## config.mk

```make
export PLATFORM = sky130hd
export DESIGN_NAME = pci_init_seq
export DESIGN_NICKNAME = d
export VERILOG_FILES = /design/src/rtl/pci_init_seq.sv
export SDC_FILE = /design/constraint.sdc
export NUM_CORES = 1
export LEC_CHECK = 0
export ABC_AREA = 1
export BUFFER_PORTS_ARGS = -buffer_cell sky130_fd_sc_hd__buf_4
export CORE_ASPECT_RATIO = 1.75
export CORE_UTILIZATION = 26
export CTS_BUF_LIST = sky130_fd_sc_hd__clkbuf_8
export CTS_CLUSTER_SIZE = 12
export DETAILED_ROUTE_END_ITERATION = 8
export GPL_TIMING_DRIVEN = 0
export PLACE_DENSITY_LB_ADDON = 0.08
export SLEW_MARGIN = 30
export SYNTH_ARGS = -nofsm -noshare
export SYNTH_HDL_FRONTEND = slang
export SYNTH_SLANG_ARGS = --single-unit
```

## constraint.sdc

```tcl
create_clock -name clk -period 1.63 [get_ports clk]
set_clock_uncertainty 0.05 [all_clocks]
set_input_delay 0.4075 -clock clk [delete_from_list [all_inputs] [get_ports clk]]
set_output_delay 0.4075 -clock clk [all_outputs]
set_load 0.05 [all_outputs]
```

## src/rtl/pci_init_seq.sv

```systemverilog
module pci_init_seq #(
  parameter int LEN_W      = 8,
  parameter int DEVSEL_TMO = 5
) (
  input  logic             clk,
  input  logic             rst_n,
  input  logic             req_valid,
  input  logic [31:0]      req_addr,
  input  logic [3:0]       req_cmd,
  input  logic [LEN_W-1:0] req_len,
  input  logic             data_not_ready,
  input  logic [31:0]      wr_data,
  output logic             busy,
  output logic             done,
  output logic             word_strobe,
  output logic [LEN_W-1:0] words_done,
  output logic             master_abort,
  output logic             stopped,
  output logic             frame_n,
  output logic             irdy_n,
  output logic [31:0]      ad_o,
  output logic             ad_oe,
  output logic [3:0]       cbe_o,
  output logic             cbe_oe,
  input  logic             trdy_n,
  input  logic             devsel_n,
  input  logic             stop_n
);

  localparam int TW = $clog2(DEVSEL_TMO + 1);

  typedef enum logic [2:0] {S_IDLE, S_ADDR, S_DATA, S_FIN, S_TURN} st_t;

  st_t              st;
  logic [LEN_W-1:0] remain;
  logic [31:0]      addr_q;
  logic [3:0]       cmd_q;
  logic [TW-1:0]    tmr;
  logic             seen;

  wire in_data = (st == S_DATA);
  wire last1   = (remain == LEN_W'(1));
  wire last2   = (remain == LEN_W'(2));
  wire tmo     = in_data && !seen && devsel_n && (tmr == TW'(DEVSEL_TMO - 1));
  wire xfer    = !irdy_n && !trdy_n && (in_data || (st == S_FIN && !master_abort));

  assign busy        = (st != S_IDLE);
  assign done        = (st == S_TURN);
  assign word_strobe = xfer;
  assign ad_o        = (st == S_ADDR) ? addr_q : wr_data;
  assign cbe_o       = (st == S_ADDR) ? cmd_q : 4'h0;
  assign cbe_oe      = (st == S_ADDR) || in_data || (st == S_FIN);
  assign ad_oe       = (st == S_ADDR) || ((in_data || st == S_FIN) && cmd_q[0]);

  always_ff @(posedge clk) begin
    if (!rst_n) begin
      st           <= S_IDLE;
      frame_n      <= 1'b1;
      irdy_n       <= 1'b1;
      remain       <= '0;
      words_done   <= '0;
      master_abort <= 1'b0;
      stopped      <= 1'b0;
      addr_q       <= '0;
      cmd_q        <= '0;
      tmr          <= '0;
      seen         <= 1'b0;
    end else begin
      if (xfer) begin
        words_done <= words_done + LEN_W'(1);
        remain     <= remain - LEN_W'(1);
      end
      case (st)
        S_IDLE: if (req_valid && req_len != '0) begin
          st           <= S_ADDR;
          frame_n      <= 1'b0;
          addr_q       <= req_addr;
          cmd_q        <= req_cmd;
          remain       <= req_len;
          words_done   <= '0;
          master_abort <= 1'b0;
          stopped      <= 1'b0;
          tmr          <= '0;
          seen         <= 1'b0;
        end
        S_ADDR: begin
          st      <= S_DATA;
          irdy_n  <= data_not_ready;
          frame_n <= !data_not_ready && last1;
        end
        S_DATA: begin
          if (!devsel_n) seen <= 1'b1;
          else if (!seen) tmr <= tmr + TW'(1);
          if (tmo) begin
            st           <= S_FIN;
            frame_n      <= 1'b1;
            irdy_n       <= 1'b0;
            master_abort <= 1'b1;
          end else if (!stop_n) begin
            stopped <= 1'b1;
            if (!irdy_n && frame_n) begin
              st     <= S_TURN;
              irdy_n <= 1'b1;
            end else begin
              st      <= S_FIN;
              frame_n <= 1'b1;
              irdy_n  <= 1'b0;
            end
          end else if (xfer) begin
            if (frame_n) begin
              st     <= S_TURN;
              irdy_n <= 1'b1;
            end else begin
              irdy_n  <= data_not_ready;
              frame_n <= !data_not_ready && last2;
            end
          end else if (irdy_n && !data_not_ready) begin
            irdy_n  <= 1'b0;
            frame_n <= last1;
          end
        end
        S_FIN: begin
          st     <= S_TURN;
          irdy_n <= 1'b1;
        end
        S_TURN: st <= S_IDLE;
        default: st <= S_IDLE;
      endcase
    end
  end

endmodule

```

==> run summary, run 1 <==
status: complete, but fails checks
failing checks: negative setup slack
Final Hold Viols: 0
synthesized area per cell: 6.60 µm²
Slew Limit Fails: 0
Nets: 781
area delta synth->final: 106%
CP startpoint kind: flop
# IOs: 136
port bufs: 134
Initial DRC Count: 97
critical path arrival: 1720 ps
Worst Hold Margin: 234 ps
multiplexer area fraction after synthesis: 0
pre-CTS worst setup slack: -493 ps
worst setup margin: -549 ps
vias post-DR: 3,984
CP Buf/Inv Count: 5
Core Rows: 53
CTS tree: built
Vias/cell: 4.63
CTS max path bufs: 2
Clk network pwr share: 0.109
crit-path most repeated cell: inv_4
Slew headroom: 0.480
Die X: 86.7 µm
Final period util: 1.34
r2r setup slk: -380 ps
ANT nets after route: 0
WP depth: 7
Gate power share: 0.715
max incr delay on CP: 360 ps
ANT cells: 0
Post-Synth Adder-Cell Area: 0.0230
sequential area share after synthesis: 0.386
routability cong.: 0.875
post-cts hold buffer count: 0
Detailed Routing Iterations Pass 1: 4
final WL: 13.1 mm
root buf cell: clkbuf_8
Hold Crit Class: in2reg
first-pass GRT wire length: 19.8 mm
initial antenna violation count: 0
largest family of logic cells by synthesized area: simple AND/OR/NAND/NOR gates
vias in the first global route: 4,001
starting density of the core: 0.269
fraction of registers with async set/reset: 0
prevailing post-synth register cell: dfxtp_1
Post-synth EDFFs: 0
xor-xnor portion of the synthesized cell area: 0.0134
Yosys reg bits: 63
Largest delay share family, worst path: buffers and inverters
worst vdd ir: 1160 µV
Max Cap Viol: 0
Sink Count: 63
synth warn: 0
Num CTS Buffers: 9
DRC errors left: 0
Synth Area in Simple Gates: 0.287
pwr dens: 1760 nW/µm²
WL/cell: 15.3 µm
RSZ-0062 raised after global routing: true
pin count of the biggest net entering global routing: 11
min Tclk post-route: 2180 ps
Die Footprint: 13,000 µm²
internal power: 6.15 mW
Clock transition at path regs: 70 ps
cell with the largest stage delay on the worst path: dfxtp_4
Core Region: 12,100 µm²
Post-Route Utilization: 0.555
fmax: 459 MHz
Layout Cells excl Fill: 861
Global Route Usage Sum: 0.200
Mapped Area: 3270 µm²
Mapped Cells: 495
hold depth: 3
commonest non-fill, non-tap cells in the layout: 110 x buf_4, 73 x nand2_1, 68 x inv_1
Leak: 2.92 nW
layout cells sized above 1: 0.547
CP required: 1170 ps
CP cell instances: inv_4, nor3_4, inv_4, buf_8, buf_12, o21ai_4, buf_6
nature of the critical path endpoint: primary output
die height: 150 µm
Seq pwr share: 0.176
worst-path fanout max: 7
commonest non-fill, non-tap cell in the layout: buf_4
grt total ovfl: 0
critical setup path kind: reg2out
switching power: 5.67 mW
HPWL after DPL: 9.11 mm
Compound-Gate Fraction of Synth Area: 0.162
switching fraction of total power: 0.480
Worst-Skew Late Latency: 340 ps
syn_nets: 584
Worst R2R Path Depth: 16
Placed Instances: 794
number of distinct library cells after synthesis: 29
htree depth: 3
final setup vio count: 103
Worst Tran Pin Value: 780 ps
==> power by group through the flow <==
stage	Clock, mW	Sequential [mW]	Combinational [mW]
floorplan	0	2.18	3.97
finish	1.29	2.09	8.45
global route	1.40	2.12	8.94
detailed placement	0	2.12	5.48
CTS	1.34	2.08	7.48
global placement	0	2.11	5.45
==> area by class of cell <==
class / instances / area [µm²]
fillers: 1132 / 5400
multi-input cells: 330 / 2630
repair buffers: 189 / 1900
flip-flops and latches: 63 / 1270
inverters: 79 / 323
plain buffers: 20 / 220
well taps: 165 / 206
clock buffers: 12 / 165
clock inverters: 3 / 17.5
==> routing by layer <==
layer / share of wire / global-route usage / vias up
met3: 0.045 / 0.0428 / 25
met4: 0.029 / 0.0950 / 0
met1: 0.34 / 0.195 / 1868
li1: - / - / 1986
met2: 0.59 / 0.388 / 105
met5: 0 / 0 / -
==> path summary, 6_finish.rpt <==
| kind | startpoint | end |
|---|---|---|
| min reg2reg | stopped | stopped |
| max | st[0] | ad_o[30] |
| min | req_addr[10] | addr_q[10] |
| max reg2reg | st[0] | cmd_q[1] |
==> cell families (layout without fill, tap and decap cells) <==
| kind of cell | after synthesis | count (layout) |
|---|---|---|
| AOI/OAI and AO/OA | 103 | 103 |
| xor gates and xnor gates | 5 | 5 |
| adders and majority gates | 6 | 6 |
| buffers and inverters | 103 | 303 |
| DFF | 63 | 63 |
| and+or+nand+nor | 215 | 216 |
==> through the flow <==
step                setup TNS, ps  total power [mW]  cell area (µm²)
floorplan                   -5180              6.15             3710
finish                     -36590              11.8             6740
CTS                        -27680              10.9             6070
global placement           -26790              7.56             4920
detailed placement         -28380              7.60             4920
global route               -44760              12.5             6740
==> flip-flops by register name, summed over array words and instances (netlist names) <==
register	count
words_done	8
irdy_n	1
addr_q	32
frame_n	1
tmr	3
seen	1
master_abort	1
remain	8
cmd_q	4
st	3
stopped	1
==> worst min-delay path: stages <==
cell and delay (ps):
buf_4 80, nand3_2 60, o21ai_2 50
==> synthesized netlist by cell type (2+ instances only) <==
| library cell | instances | area, µm² |
|---|---|---|
| nand2_1 | 97 | 364 |
| o21ai_0 | 82 | 410 |
| inv_1 | 75 | 282 |
| dfxtp_1 | 63 | 1260 |
| nand3_1 | 63 | 315 |
| nor2_1 | 37 | 139 |
| a21oi_1 | 15 | 75.1 |
| clkbuf_1 | 13 | 48.8 |
| buf_2 | 7 | 35.0 |
| ha_1 | 6 | 75.1 |
| nor3_1 | 6 | 30.0 |
| xor2_1 | 5 | 43.8 |
| inv_2 | 3 | 11.3 |
| nand4_1 | 3 | 18.8 |
| nor2_2 | 3 | 18.8 |
| buf_4 | 2 | 15.0 |
| buf_6 | 2 | 22.5 |
| o21ai_1 | 2 | 10.0 |
==> repair_timing <==
item                       4_1_cts  5_1_grt
pin swaps                       17       22
setup endpoints to repair      103      104
gates resized for setup        188      133
buffers inserted                31       19
gates cloned                     6        5
No activity file was read; power rests on OpenSTA's default activity.
==> run 2: changes to the inputs <==
==> constraint.sdc (replaced) <==
create_clock -name clk -period 2.1 [get_ports clk]
set_clock_uncertainty 0.05 [all_clocks]
set_input_delay 0.525 -clock clk [delete_from_list [all_inputs] [get_ports clk]]
set_output_delay 0.525 -clock clk [all_outputs]
set_load 0.05 [all_outputs]
==> run 2 against run 1 <==
  * The run still ends with negative setup slack left
  * Global-route usage fell by 1.5 points
  * Core utilization down 11 points
  * Total power shrank 38%
  * Clock power decreased by 19%
  * Sequential cell count unchanged
  * Sequential power decreased by 22%
  * Sequential share of layout area up 4.9 points
  * Die area unchanged
  * Critical path type unchanged
  * Largest power group unchanged
  * Highest routed layer unchanged
==> run summary, run 2 (synthesized netlist as in run 1, its figures left out) <==
Gate power share: 0.638 (-0.077)
WP depth: 6 (-1)
Placed Instances: 794 (unchanged)
critical setup path kind: reg2out
first-pass GRT wire length: 18.3 mm (-7.3%)
CP required: 1520 ps (+350 ps)
max reg flops: 32 (unchanged)
pre-CTS worst setup slack: -201 ps (+292 ps)
port bufs: 134 (unchanged)
biggest regs: addr_q x32, remain x8, words_done x8
Die Footprint: 13,000 µm² (unchanged)
Worst-Skew Late Latency: 340 ps (about the same)
Final period util: 1.07
Hold Crit Class: in2reg
CP startpoint kind: flop
worst setup margin: -143 ps (+406 ps)
Nets: 747 (-4.4%)
final WL: 11.6 mm (-12%)
Die X: 86.7 µm (unchanged)
die height: 150 µm (unchanged)
root buf cell: clkbuf_8
Largest delay share family, worst path: buffers and inverters
cell with the largest stage delay on the worst path: dfxtp_4
# IOs: 136 (unchanged)
status: complete, but fails checks
Sink Count: 63 (unchanged)
post-cts hold buffer count: 0 (unchanged)
Num CTS Buffers: 9 (unchanged)
Seq pwr share: 0.220 (+0.044)
commonest non-fill, non-tap cells in the layout: 114 x buf_4, 86 x nand2_1, 74 x inv_1
Core Rows: 53 (unchanged)
ANT nets after route: 0 (unchanged)
fmax: 446 MHz
layout cells sized above 1: 0.379 (-0.169)
Worst R2R Path Depth: 11 (-5)
Layout Cells excl Fill: 828 (-3.8%)
CP Buf/Inv Count: 4 (-1)
HPWL after DPL: 8.85 mm (-2.8%)
vias in the first global route: 3,782 (-5.5%)
critical path arrival: 1670 ps (-50 ps)
ANT cells: 0 (unchanged)
Worst Tran Pin Value: 498 ps (-282 ps)
Leak: 2.47 nW (-15%)
commonest non-fill, non-tap cell in the layout: buf_4
CTS tree: built
CP cell instances: nor3_4, inv_4, buf_8, buf_12, o21ai_2, buf_6
nature of the critical path endpoint: primary output
Core Region: 12,100 µm² (unchanged)
RSZ-0062 raised after global routing: true
routability cong.: 0.882 (+0.83%)
pin count of the biggest net entering global routing: 11 (unchanged)
switching power: 3.60 mW (-37%)
max incr delay on CP: 370 ps (about the same)
Multi-input gate area: 1850 µm² (-29%)
WL/cell: 13.9 µm (-8.7%)
min Tclk post-route: 2240 ps
final setup vio count: 38 (-63%)
Layout Cell Area excl Fill: 5340 µm² (-21%)
pwr dens: 1380 nW/µm² (-21%)
Clock transition at path regs: 70 ps (about the same)
worst vdd ir: 814 µV (-30%)
placed instance area: 4620 µm² (-6.1%)
Setup Total Neg Slack: -3620 ps (+32,970 ps)
area delta synth->final: 63.6%
vias post-DR: 3,768 (-5.4%)
grt total ovfl: 0 (unchanged)
Detailed Routing Iterations Pass 1: 4 (unchanged)
failing checks: negative setup slack
Post-Route Utilization: 0.440 (-0.115)
Clk network pwr share: 0.142 (+0.033)
DRC errors left: 0 (unchanged)
hold depth: 2 (-1)
CTS max path bufs: 2 (unchanged)
Slew headroom: 0.668 (+0.188)
Final Hold Viols: 0 (unchanged)
initial antenna violation count: 0 (unchanged)
fillers: 1,298 (+15%)
Slew Limit Fails: 0 (unchanged)
worst-path fanout max: 7 (unchanged)
most flop-heavy register: addr_q
Vias/cell: 4.55 (-1.7%)
Initial DRC Count: 107 (+10%)
Seq. cell area: 1270 µm² (unchanged)
switching fraction of total power: 0.488 (+0.00790)
Max Cap Viol: 0 (unchanged)
internal power: 3.78 mW (-39%)
Global Route Usage Sum: 0.184 (-0.0152)
htree depth: 3 (unchanged)
starting density of the core: 0.269 (unchanged)
run 2: cell type report:
type,instances,share of cell area
clock buffer,10,0.0258
buffer,23,0.0304
multi-input combinational,329,0.347
inverter,79,0.0569
timing repair buffer,153,0.254
clock inverter,6,0.00983
sequential,63,0.238
tap,165,0.0386
run 2: power by group through the flow:
stage	logic (mW)	clock network [mW]	registers, mW
after floorplan	2.64	0	1.68
after global placement	3.79	0	1.63
after detailed placement	3.80	0	1.64
after CTS	4.45	1.08	1.63
after global routing	5.07	1.13	1.65
final	4.71	1.05	1.62
run 2: worst paths after layout:
kind	slack, ps	start	end
setup / recovery	-140	st[2]	ad_o[28]
hold / removal	350	devsel_n	seen
setup reg to reg	120	st[2]	words_done[5]
hold reg to reg	440	seen	seen
run 2: per-stage QoR:
| step | total power, mW | hold WS (ps) |
|---|---|---|
| 6_report | 7.37 | 354 |
| 3_3_place_gp | 5.42 | 418 |
| 5_1_grt | 7.86 | 355 |
| 4_1_cts | 7.15 | 345 |
| 2_1_floorplan | 4.32 | 400 |
| 3_5_place_dp | 5.44 | 429 |
run 2: layer usage:
| metal | up-vias | global-route usage | wire length (µm) |
|---|---|---|---|
| li1 | 1912 | - | - |
| met1 | 1735 | 0.183 | 3990 |
| met2 | 107 | 0.364 | 6720 |
| met3 | 14 | 0.0450 | 666 |
| met4 | 0 | 0.0608 | 178 |
| met5 | - | 0 | 0 |
run 2: what timing repair did:
| item | 4_1_cts | 5_1_grt |
|---|---|---|
| cloned | 1 | 0 |
| setup buffers | 13 | 5 |
| pin swaps | 7 | 7 |
| setup endpoints to repair | 39 | 69 |
| gates resized for setup | 80 | 31 |
